[src/rtl/rstc_pkg.sv]
package rstc_pkg;
    localparam int NSRC      = 6;
    localparam int SRC_POR   = 0;
    localparam int SRC_LVD   = 1;
    localparam int SRC_WDOG  = 2;
    localparam int SRC_ILLOP = 3;
    localparam int SRC_DBGF  = 4;
    localparam int SRC_PIN   = 5;

    typedef enum logic [1:0] {
        ST_POR    = 2'd0,
        ST_RUN    = 2'd1,
        ST_PULSE  = 2'd2,
        ST_SETTLE = 2'd3
    } rstc_state_e;
endpackage

[src/rtl/rstc_pin_sync.sv]
module rstc_pin_sync #(
    parameter int STAGES  = 2,
    parameter int MIN_LOW = 2
) (
    input  logic clk,
    input  logic rst,
    input  logic pin_in,
    output logic pin_hi,
    output logic low_ok
);
    localparam int CW = $clog2(MIN_LOW + 1);
    localparam logic [CW-1:0] LIM = CW'(MIN_LOW - 1);

    logic [STAGES-1:0] sh;
    logic [CW-1:0]     low_cnt;

    always_ff @(posedge clk) begin
        if (rst) sh <= '1;
        else     sh <= {sh[STAGES-2:0], pin_in};
    end

    assign pin_hi = sh[STAGES-1];

    always_ff @(posedge clk) begin
        if (rst || pin_hi)   low_cnt <= '0;
        else if (low_cnt < LIM) low_cnt <= low_cnt + 1'b1;
    end

    assign low_ok = !pin_hi && (low_cnt >= LIM);


    low_filter_chk: assert property (@(posedge clk) disable iff (rst)
        $rose(low_ok) |-> $past(!pin_hi));
endmodule

[src/rtl/rstc_prio.sv]
module rstc_prio #(
    parameter int N = 6
) (
    input  logic [N-1:0] req,
    output logic [N-1:0] grant,
    output logic         any
);
    logic found;
    always_comb begin
        grant = '0;
        found = 1'b0;
        for (int i = 0; i < N; i++) begin
            if (req[i] && !found) begin
                grant[i] = 1'b1;
                found    = 1'b1;
            end
        end
    end
    assign any = |req;
endmodule

[src/rtl/rstc_cause.sv]
module rstc_cause #(
    parameter int N = 6
) (
    input  logic         clk,
    input  logic         por,
    input  logic         load,
    input  logic [N-1:0] grant,
    output logic [N-1:0] cause
);
    localparam logic [N-1:0] POR_HOT = N'(1);

    always_ff @(posedge clk) begin
        if (por)       cause <= POR_HOT;
        else if (load) cause <= grant;
    end


    cause_onehot_chk: assert property (@(posedge clk) disable iff (por)
        $countones(cause) == 1);
endmodule

[src/rtl/rstc_top.sv]
module rstc_top
    import rstc_pkg::*;
#(
    parameter int PULSE_CYC   = 34,
    parameter int SYNC_STAGES = 2,
    parameter int MIN_LOW     = 2
) (
    input  logic            clk,
    input  logic            por_req,
    input  logic            lvd_req,
    input  logic            wdog_req,
    input  logic            illop_req,
    input  logic            dbgf_req,
    input  logic            pin_in,
    input  logic            pin_fn_wr,
    input  logic            pin_fn_wdata,
    input  logic            mode_pin,
    input  logic            dbg_pin_clr,
    output logic            sys_rst,
    output logic            pin_drive_en,
    output logic            pin_fn_en,
    output logic [NSRC-1:0] cause,
    output logic            dbg_start,
    output logic            dbg_pin_en
);
    localparam int CNT_W = (PULSE_CYC > 1) ? $clog2(PULSE_CYC) : 1;
    localparam logic [CNT_W-1:0] CNT_LOAD = CNT_W'(PULSE_CYC - 1);

    rstc_state_e      state, state_nx;
    logic [CNT_W-1:0] cnt, cnt_nx;
    logic             pin_hi, low_ok, pin_req;
    logic [NSRC-1:0]  req_vec, grant;
    logic             any_req, enter_rst, settle_ok, release_rst, sample_mode;

    rstc_pin_sync #(.STAGES(SYNC_STAGES), .MIN_LOW(MIN_LOW)) u_sync (
        .clk    (clk),
        .rst    (por_req),
        .pin_in (pin_in),
        .pin_hi (pin_hi),
        .low_ok (low_ok)
    );

    assign pin_req = pin_fn_en && low_ok;
    assign req_vec = {pin_req, dbgf_req, illop_req, wdog_req, lvd_req, 1'b0};

    rstc_prio #(.N(NSRC)) u_prio (
        .req   (req_vec),
        .grant (grant),
        .any   (any_req)
    );

    assign enter_rst   = (state == ST_RUN) && any_req;
    assign settle_ok   = !pin_fn_en || pin_hi;
    assign release_rst = (state == ST_POR) ||
                         ((state == ST_SETTLE) && settle_ok);
    assign sample_mode = cause[SRC_POR] || cause[SRC_DBGF];

    rstc_cause #(.N(NSRC)) u_cause (
        .clk   (clk),
        .por   (por_req),
        .load  (enter_rst),
        .grant (grant),
        .cause (cause)
    );

    // state register
    always_ff @(posedge clk) begin
        if (por_req) begin
            state <= ST_POR;
            cnt   <= '0;
        end else begin
            state <= state_nx;
            cnt   <= cnt_nx;
        end
    end

    // next state
    always_comb begin
        state_nx = state;
        cnt_nx   = cnt;
        unique case (state)
            ST_POR:    state_nx = ST_RUN;
            ST_RUN: begin
                if (any_req) begin
                    state_nx = ST_PULSE;
                    cnt_nx   = CNT_LOAD;
                end
            end
            ST_PULSE: begin
                if (cnt == '0) state_nx = ST_SETTLE;
                else           cnt_nx   = cnt - 1'b1;
            end
            ST_SETTLE: begin
                if (settle_ok) state_nx = ST_RUN;
            end
        endcase
    end

    // outputs
    always_comb begin
        sys_rst      = 1'b1;
        pin_drive_en = 1'b0;
        unique case (state)
            ST_POR:    sys_rst = 1'b1;
            ST_RUN:    sys_rst = 1'b0;
            ST_PULSE:  pin_drive_en = pin_fn_en;
            ST_SETTLE: sys_rst = 1'b1;
        endcase
    end

    always_ff @(posedge clk) begin
        if (por_req)
            pin_fn_en <= 1'b0;
        else if (enter_rst && grant[SRC_LVD])
            pin_fn_en <= 1'b0;
        else if (pin_fn_wr && pin_fn_wdata && !sys_rst)
            pin_fn_en <= 1'b1;
    end

    always_ff @(posedge clk) begin
        if (por_req)               dbg_pin_en <= 1'b1;
        else if (sys_rst || enter_rst) dbg_pin_en <= 1'b1;
        else if (dbg_pin_clr)      dbg_pin_en <= 1'b0;
    end

    always_ff @(posedge clk) begin
        if (por_req)          dbg_start <= 1'b0;
        else if (release_rst) dbg_start <= sample_mode && !mode_pin;
    end


    fn_sticky_chk: assert property (@(posedge clk) disable iff (por_req)
        $fell(pin_fn_en) |-> $past(lvd_req));


    pulse_from_run_chk: assert property (@(posedge clk) disable iff (por_req)
        $rose(pin_drive_en) |-> $past(!sys_rst));


    release_pad_high_chk: assert property (@(posedge clk) disable iff (por_req)
        ($fell(sys_rst) && pin_fn_en) |-> $past(pin_in, 2));


    cause_frozen_chk: assert property (@(posedge clk) disable iff (por_req)
        (sys_rst && $past(sys_rst)) |-> $stable(cause));


    dbg_pin_on_release_chk: assert property (@(posedge clk) disable iff (por_req)
        $fell(sys_rst) |-> dbg_pin_en);
endmodule

[config.mk]
export PLATFORM = sky130hd
export DESIGN_NAME = rstc_top
export DESIGN_NICKNAME = d
export VERILOG_FILES = /design/src/rtl/rstc_pkg.sv /design/src/rtl/rstc_pin_sync.sv /design/src/rtl/rstc_prio.sv /design/src/rtl/rstc_cause.sv /design/src/rtl/rstc_top.sv
export SDC_FILE = /design/constraint.sdc
export NUM_CORES = 1
export LEC_CHECK = 0
export BUFFER_PORTS_ARGS = -buffer_cell sky130_fd_sc_hd__buf_2
export CORE_UTILIZATION = 53
export DETAILED_ROUTE_END_ITERATION = 8
export PLACE_DENSITY = 0.89
export SLEW_MARGIN = 10
export SYNTH_ARGS = -nofsm -noshare
export SYNTH_HDL_FRONTEND = slang
export SYNTH_SLANG_ARGS = --single-unit
export TNS_END_PERCENT = 50
[constraint.sdc]
create_clock -name clk -period 1.95 [get_ports clk]
set_clock_uncertainty 0.15 [all_clocks]
set_input_delay 0.195 -clock clk [delete_from_list [all_inputs] [get_ports clk]]
set_output_delay 0.195 -clock clk [all_outputs]
set_load 0.005 [all_outputs]
# ---- After elaboration in Yosys (flattened, before gate mapping)
# Index checks and enable logic that the tools add are counted.
# Widths: inputs -> output; s select.
dict set report classes {
  addsub 2
  n_lt_le_gt_ge 2
  n_mux 17
  n_eq_ne 7
  reduce_logical 32
}
# cell n
set ops {}
lappend ops {{$logic_and 1x1->1} 12}
lappend ops {{$mux 6} 2}
lappend ops {{$pmux 6 s2} 1}
lappend ops {{$mux 1} 10}
lappend ops {{$ne 2x2->1 const B} 4}
lappend ops {{$pmux 2 s4} 1}
lappend ops {{$logic_not 1->1} 7}
lappend ops {{$logic_not 6->1} 1}
lappend ops {{$mux 2} 3}
lappend ops {{$reduce_and 3->1} 2}
lappend ops {{$sub 6x1->6 const B} 1}
lappend ops {{$logic_or 1x1->1} 5}
lappend ops {{$reduce_or 5->1} 1}
lappend ops {{$eq 2x2->1 const B} 2}
lappend ops {{$reduce_or 2->1} 2}
lappend ops {{$add 2x1->2 const B} 1}
lappend ops {{$eq 2x1->1 const B} 1}
lappend ops {{$ge 2x1->1 const B} 1}
lappend ops {{$logic_not 2->1} 1}
lappend ops {{$lt 2x1->1 const B} 1}
lappend ops {{$reduce_bool 2->1} 1}
dict set report word_totals {
  input_bits 11
  wordCells 68
  reg_bits 21
}

# ---- Depth between registers and ports, before layout
# Gate-level depths: netlist of the first run.
dict set report depth {
  word_depth 13
  ltp_mapped 7
}

# ---- Hierarchy
# A second synthesis of the first run with hierarchy kept.
dict set report hier_totals {
  cells_unflattened 127
  hier_area_um2 1143.6
}
# mod instances seq_area_each_um2 area_each_um2 cells_per_inst
set modules_own_cells {}
lappend modules_own_cells {rstc_top 1 220.2 708.2 85}
lappend modules_own_cells {rstc_cause 1 120.1 217.7 19}
lappend modules_own_cells {rstc_pin_sync 1 80.1 155.1 14}
lappend modules_own_cells {rstc_prio 1 0.0 62.6 9}

# ---- Least setup slack after synthesis of the first run
# Ideal clock, no wire load.
dict set report synth_path {
  path_type {register to register}
  from {register cnt[0]}
  to {register cnt[5]}
  arrival_time_ns 1.399
  required_ns 1.666
  stages_incl_launch_ff 7
  slack_ns 0.267
  setup_time_ns 0.134
  path_cell_list {dfxtp_1 > inv_1 > ha_1 > nor3b_1 > a21boi_0 > nor2b_2 > a311oi_2}
}
dict set report synth_between {
  elab_chain_cells 3
  elab_cells_between_ends 6
}
# element line_no
set synth_lines {}
lappend synth_lines {{start, declared} rstc_top.sv:30} ;# logic [CNT_W-1:0] cnt, cnt_nx;
lappend synth_lines {{start signal, assigned} rstc_top.sv:73} ;# cnt <= cnt_nx;
lappend synth_lines {{$sub 6x1->6 / $logic_not 6->1 (equally long branches)} {rstc_top.sv:91, rstc_top.sv:90}}
lappend synth_lines {{$mux 6 / $ne 2x2->1 (equally long branches)} n/a}
lappend synth_lines {{$pmux 6 s2 / $reduce_and 3->1 (equally long branches)} n/a}
# Parallel ways exist; a longest one is shown, timed or not. The select of a mux whose other input is x is not followed.
# A chain may end at the register's enable or synchronous reset.

# ---- Worst setup path after layout of the first run
dict set report layout_path {
  from {input lvd_req}
  to {register cnt[2]}
}
dict set report layout_between {
  elab_chain_cells 3
}
# element line_no
set layout_lines {}
lappend layout_lines {{start, declared} rstc_top.sv:10} ;# input logic lvd_req,
lappend layout_lines {{$reduce_or 5->1} rstc_prio.sv:19} ;# assign any = |req;
lappend layout_lines {{$ne 2x2->1 (no source line)} n/a}
lappend layout_lines {{$reduce_and 3->1 (no source line)} n/a}
# Every way passes these cells.

==> flow_summary_export.csv, run 1 <==
group,metric,value,unit
cells_and_area,finalInstanceArea,1320,um^2
die,start_util,0.561,
synth,synth_seq_cells,21,
hold_path,hold_class,"input pin to flip-flop",
cells_and_area,fin_nets,169,
synth,synth_flop_cell,"dfxtp_1",
synth,synth_cell_type_count,39,
timing,tightest_slew,0.367,ns
cells_and_area,utilization,0.678,
cells_and_area,syn_to_final_growth,21.0,%
setup_path,crit_arrival,1.97,ns
timing,rsz0062_at_grt,"true",
run_status,status,"finished, final reports clean",
pwr,powerDensity,1080,nW/um^2
die,rows,16,
cts,cts_root_buf,"clkbuf_4",
die,die-area,2240,um^2
cts,path_clk_slew,0.12,ns
route,dr_total_vias,1006,
synth,synth_nets,140,
cts,cts_tree,"done",
route,via_per_inst,5.72,
setup_path,r2r-start,"u_sync.low_cnt[0]$_SDFFE_PP0N_",
placement,io_buffers,21,
cts,numCtsBuffers,3,
die,die_w,47.3,um
grt,grt_pass1_vias,864,
timing,finalHoldViolCount,0,
setup_path,cp-start-kind,"input pin",
synth,postSynthCellCount,121,
route,routed_wl,2480,um
grt,overflow,0,
grt,grt_first_pass_wirelength,3520,um
setup_path,crit_fanout,6,
route,dr.pass1.iters,4,
route,wl_per_cell,14.1,um
cts,cts.sinks,21,
timing,post-route-min-period,1.89,ns
synth,yosys_warnings,0,
grt,track_usage,0.231,
cts,postCtsSetupBuffers,0,
pwr,p_leak,0.000561,uW
die,io_pins,22,
grt,antenna_found_initial,0,
timing,finalCritPeriodShare,0.970,
setup_path,r2r-end,"state[1]$_SDFFE_PP0P_",
route,dr.first_iter.drc_count,26,
placement,dpl.hpwl,1760,um
timing,setup_violations,0,
timing,slew_violations,0,
run,maxCapViolations,0,
setup_path,r2r_cells,6,
synth,seq_area_frac_synth,0.386,
placement,placed_cell_area,1230,um^2
setup_path,startpoint,"lvd_req",
placement,gp_congestion,0.847,
cells_and_area,layout-drive-gt1-share,0.255,
timing,fmax,529,MHz
setup_path,crit_required,2.03,ns
route,antenna_left,0,
die,fp.dieH,47.3,um
grt,grt_max_degree,20,
pwr,p_total,1420,uW
die,design.core.area,1940,um^2
cells_and_area,insertedDiodeCount,0,
synth,syn_area,1090,um^2
setup_path,reg2reg_slack,0.13,ns
synth,async_flop_share,0,
route,drc,0,
setup_path,critPathCaptureType,"flip-flop",
setup_path,critPathKind,"input pin to flip-flop",
cts,cts_buffer_depth,2,
cts,clk_latency,0.32,ns
setup_path,worstSetupEndpoint,"cnt[2]$_SDFFE_PP0P_",
synth,syn_avg_cell_area,9.00,um^2
pwr,ir_drop,592,uV
synth,synth_edf_count,0,
timing,max-slew-margin-rel,0.755,
cts,h-tree-depth,1,
-- metal layers --
layer	up-vias	routed length [um]	GRT usage
met3	5	114	0.0346
met2	31	1300	0.452
met5	-	0	0
met1	476	1020	0.228
met4	0	44	0.120
li1	494	-	-
-- Yosys cell counts (all sizes together) (2+ instances only) --
cell	number	share of area
nor3	5	0.023
clkbuf	2	0.0069
a311oi	2	0.028
nor2	9	0.031
a21oi	6	0.028
dfxtp	21	0.39
nand3	6	0.032
o41ai	3	0.024
a21boi	2	0.014
nand2	12	0.041
o311ai	2	0.016
or2	2	0.011
o31ai	3	0.021
ha	8	0.092
or3	3	0.022
nand2b	4	0.023
inv	9	0.031
a31oi	2	0.011
nor3b	3	0.025
-- cells by family (layout without fill, tap and decap cells) --
kind of cell	count (synthesis)	after routing	synth area share
XOR/XNOR	1	1	0.00805
AO/OA/AOI/OAI	27	27	0.194
adder cells (fa/ha/maj)	8	8	0.0920
flip-flops	21	21	0.386
buffers and inverters	13	41	0.0448
AND/OR/NAND/NOR	50	50	0.266
multiplexers	1	1	0.00920
-- power breakdown --
part	leakage, uW	total [uW]	internal, uW	switching (uW)
registers	0.000172	576	508	67.8
clock network	0.0000177	224	77.0	147
logic	0.000372	621	260	361
total	0.000561	1420	845	576
-- placed cells by master (no fill, tap or decap), types with 2 or more instances in the layout --
cell / instances
nor3b_1: 2
nand3_1: 5
buf_4: 2
dlygate4sd3_1: 4
clkbuf_4: 3
nand2b_1: 4
or2_2: 2
a31oi_1: 2
ha_1: 8
a21oi_1: 6
nor3_1: 5
nor2_1: 9
or3_1: 2
o41ai_1: 2
nand2_1: 12
a311oi_2: 2
o31ai_1: 2
buf_2: 21
dfxtp_1: 21
inv_1: 9
-- registers in the layout, summed over array words and instances, names as in the netlist --
name / flops
state: 2
u_sync.sh: 2
dbg_start: 1
u_cause.cause: 6
dbg_pin_en: 1
pin_fn_en: 1
u_sync.low_cnt: 2
cnt: 6
-- metrics by stage --
step	TNS [ns]	hold WS [ns]	cells	worst slack, ns
after floorplan	0	0.141	121	0.267
after global placement	0	0.229	168	0.175
after detailed placement	0	0.230	168	0.0148
after CTS	0	0.00499	175	0.00716
after global routing	-0.0687	0.0103	176	-0.0451
final	0	0.0187	176	0.0590
-- cell type report --
type | count | area, um^2
multi-input combinational | 87 | 638
tap | 27 | 33.8
clock inverter | 1 | 5.00
inverter | 10 | 37.5
sequential | 21 | 420
clock buffer | 3 | 22.5
timing repair buffer | 27 | 160
fill | 165 | 624
-- repair_timing --
action                                  4_1_cts  5_1_grt
endpoints found under the setup margin        0       11
endpoints found under the hold margin         3        1
hold buffers                                  3        1
resized for setup                             0        5
-- critical path, cell delays in order --
cell           delay [ns]
dlygate4sd3_1        0.54
buf_2                0.16
or3_4                0.43
nor4_4               0.27
nor2b_2              0.13
a41o_1               0.25
-- worst min-delay path by stage --
stage,startpoint,to,slack [ns],cells past startpoint
global placement,pin_in,u_sync.sh[0]$_SDFF_PP1_,0.23,2
detailed placement,pin_in,u_sync.sh[0]$_SDFF_PP1_,0.23,2
finish,illop_req,u_cause.cause[3]$_SDFFE_PP0P_,0.02,3
CTS,dbg_pin_clr,dbg_pin_en$_SDFFE_PP1P_,0.005,3
global route,illop_req,u_cause.cause[3]$_SDFFE_PP0P_,0.01,3
floorplan,lvd_req,pin_fn_en$_SDFFE_PP0P_,0.14,1
No activity file was read; power rests on OpenSTA's default activity.
==> run 2: changes to the inputs <==
--- a/config.mk
+++ b/config.mk
@@ -6,11 +6,12 @@
 export NUM_CORES = 1
 export LEC_CHECK = 0
 export BUFFER_PORTS_ARGS = -buffer_cell sky130_fd_sc_hd__buf_2
-export CORE_UTILIZATION = 53
+export CORE_UTILIZATION = 34
 export DETAILED_ROUTE_END_ITERATION = 8
-export PLACE_DENSITY = 0.89
+export GPL_TIMING_DRIVEN = 0
+export PLACE_DENSITY = 0.66
 export SLEW_MARGIN = 10
 export SYNTH_ARGS = -nofsm -noshare
 export SYNTH_HDL_FRONTEND = slang
 export SYNTH_SLANG_ARGS = --single-unit
-export TNS_END_PERCENT = 50
+export TNS_END_PERCENT = 10
==> run 2 against run 1 <==
Compared with the run above: critical path depth unchanged; worst hold slack worse by 0.016 ns; maximum frequency up 7.3%; design area up 0.76%; sequential power about the same; largest cell class unchanged.
==> flow_summary_export.csv, run 2 (same netlist as run 1, synthesis figures left out) <==
group,metric,value,unit
grt,track_usage,0.146,
cts,cts_buffer_depth,2,
route,dr.pass1.iters,4,
setup_path,cp-start-kind,"flip-flop",
route,antenna_left,0,
pwr,power.internal,838,uW
setup_path,r2r_cells,6,
pwr,swShare,0.400,
pwr,pwr-share-comb,0.430,
die,start_util,0.357,
cts,cts_tree,"done",
route,dr.first_iter.drc_count,87,
cells_and_area,fin_nets,169,
cells_and_area,mostFrequentLayoutCell,"dfxtp_1",
route,dr_total_vias,969,
placement,placed_cell_area,1240,um^2
timing,tightest_slew,0.516,ns
grt,grt_pass1_vias,863,
timing,max-slew-margin-rel,0.651,
pwr,power_frac_clock,0.156,
placement,gp_congestion,0.799,
setup_path,startpoint,"cnt[0]$_SDFFE_PP0P_",
timing,slew_violations,0,
cts,h-tree-depth,1,
cts,path_clk_slew,0.12,ns
cts,cts_root_buf,"clkbuf_4",
timing,finalCritPeriodShare,0.904,
route,wl_per_cell,11.9,um
setup_path,crit_required,2.06,ns
route,drc,0,
die,die-area,3430,um^2
setup_path,worstSetupEndpoint,"cnt[2]$_SDFFE_PP0P_",
timing,setup_tns,0,ns
cells_and_area,regArea,420,um^2
timing,final.setup.worst_slack,0.187,ns
run_status,status,"finished, final reports clean",
run,maxCapViolations,0,
timing,rsz0062_at_grt,"false",
cells_and_area,finalInstanceArea,1330,um^2
cts,numCtsBuffers,3,
pwr,p_leak,0.000548,uW
cells_and_area,fill_cells,325,
setup_path,crit_arrival,1.88,ns
timing,finalHoldViolCount,0,
hold_path,hold_class,"input pin to flip-flop",
placement,dp.cells,185,
cts,cts.sinks,21,
cells_and_area,reg_top3,"cnt (6), u_cause.cause (6)",
grt,grt_first_pass_wirelength,3870,um
setup_path,critPathKind,"flip-flop to flip-flop",
die,die_w,58.6,um
route,routed_wl,2300,um
die,fp.dieH,58.6,um
setup_path,reg2reg_slack,0.19,ns
grt,overflow,0,
setup_path,critPathCaptureType,"flip-flop",
route,via_per_inst,5.02,
placement,post-place-ws,-0.0591,ns
cells_and_area,final_cell_mix,"dfxtp_1 (21), buf_2 (20), nand2_1 (12)",
placement,io_buffers,20,
placement,dpl.hpwl,1670,um
cells_and_area,insertedDiodeCount,0,
timing,fmax,567,MHz
grt,antenna_found_initial,0,
setup_path,r2r-end,"cnt[2]$_SDFFE_PP0P_",
cts,clk_latency,0.31,ns
grt,grt_max_degree,12,
pwr,p_switching,558,uW
timing,setup_violations,0,
pwr,powerDensity,1050,nW/um^2
cts,postCtsSetupBuffers,0,
cells_and_area,multi_input_area,637,um^2
pwr,power_frac_seq,0.414,
die,rows,20,
setup_path,crit_fanout,5,
cells_and_area,syn_to_final_growth,22.0,%
cells_and_area,layout-drive-gt1-share,0.235,
setup_path,r2r-start,"cnt[0]$_SDFFE_PP0P_",
pwr,ir_drop,486,uV
timing,post-route-min-period,1.76,ns
die,design.core.area,3050,um^2
cells_and_area,layout.cells.non_filler,193,
cells_and_area,utilization,0.435,
die,io_pins,22,
## run 2: cell count changes in the layout (fill, tap and decap cells not counted), sizes merged
cell	previous run	this run
buf	23	21
clkinv	2	1
clkbuf	3	6
## run 2: worst min path at each step
stage                 from                             to  slack, ns  depth (start not counted)
6_report       dbg_pin_clr        dbg_pin_en$_SDFFE_PP1P_      0.003                          3
5_1_grt           wdog_req  u_cause.cause[2]$_SDFFE_PP0P_       0.03                          3
4_1_cts        dbg_pin_clr        dbg_pin_en$_SDFFE_PP1P_      0.006                          3
3_5_place_dp        pin_in        u_sync.sh[0]$_SDFF_PP1_       0.24                          2
3_3_place_gp        pin_in        u_sync.sh[0]$_SDFF_PP1_       0.23                          2
2_1_floorplan      lvd_req         pin_fn_en$_SDFFE_PP0P_       0.14                          1
## run 2: power groups by stage
stage | Combinational [uW] | Sequential [uW] | Clock [uW]
final | 600 | 577 | 218
after global routing | 682 | 590 | 246
after CTS | 581 | 573 | 226
after detailed placement | 569 | 582 | 0
after global placement | 551 | 578 | 0
after floorplan | 426 | 572 | 0
## run 2: layout make-up
type                            count  area share
Clock buffer                        4      0.0198
Inverter                           10      0.0283
Buffer                              3     0.00848
Multi-Input combinational cell     87       0.480
Tap cell                           44      0.0415
Timing Repair Buffer               24       0.106
Sequential cell                    21       0.317
## run 2: stage by stage
| step | total power, uW | hold WS, ns |
|---|---|---|
| after global routing | 1520 | 0.0261 |
| final | 1400 | 0.00285 |
| after floorplan | 998 | 0.141 |
| after global placement | 1130 | 0.231 |
| after CTS | 1380 | 0.00577 |
| after detailed placement | 1150 | 0.236 |
## run 2: worst max-delay path, stage by stage, from the launching register on
cell and delay (ns):
dfxtp_1 0.35, inv_1 0.08, ha_1 0.21, nor3b_2 0.17, a21boi_2 0.23, nor2b_2 0.32, a41o_1 0.22
## run 2: per-layer routing
metal / global-route usage / up-vias / wire, um
li1: - / 493 / -
met1: 0.193 / 449 / 1170
met2: 0.243 / 27 / 1010
met3: 0.0462 / 0 / 120
met4: 0.0170 / 0 / 0
met5: 0 / - / 0
## run 2: what timing repair did
action	in CTS	in global routing
hold buffers	3	1
resized for setup	1	6
hold endpoints to repair	3	1
setup endpoints to repair	5	7
pin swaps	0	1
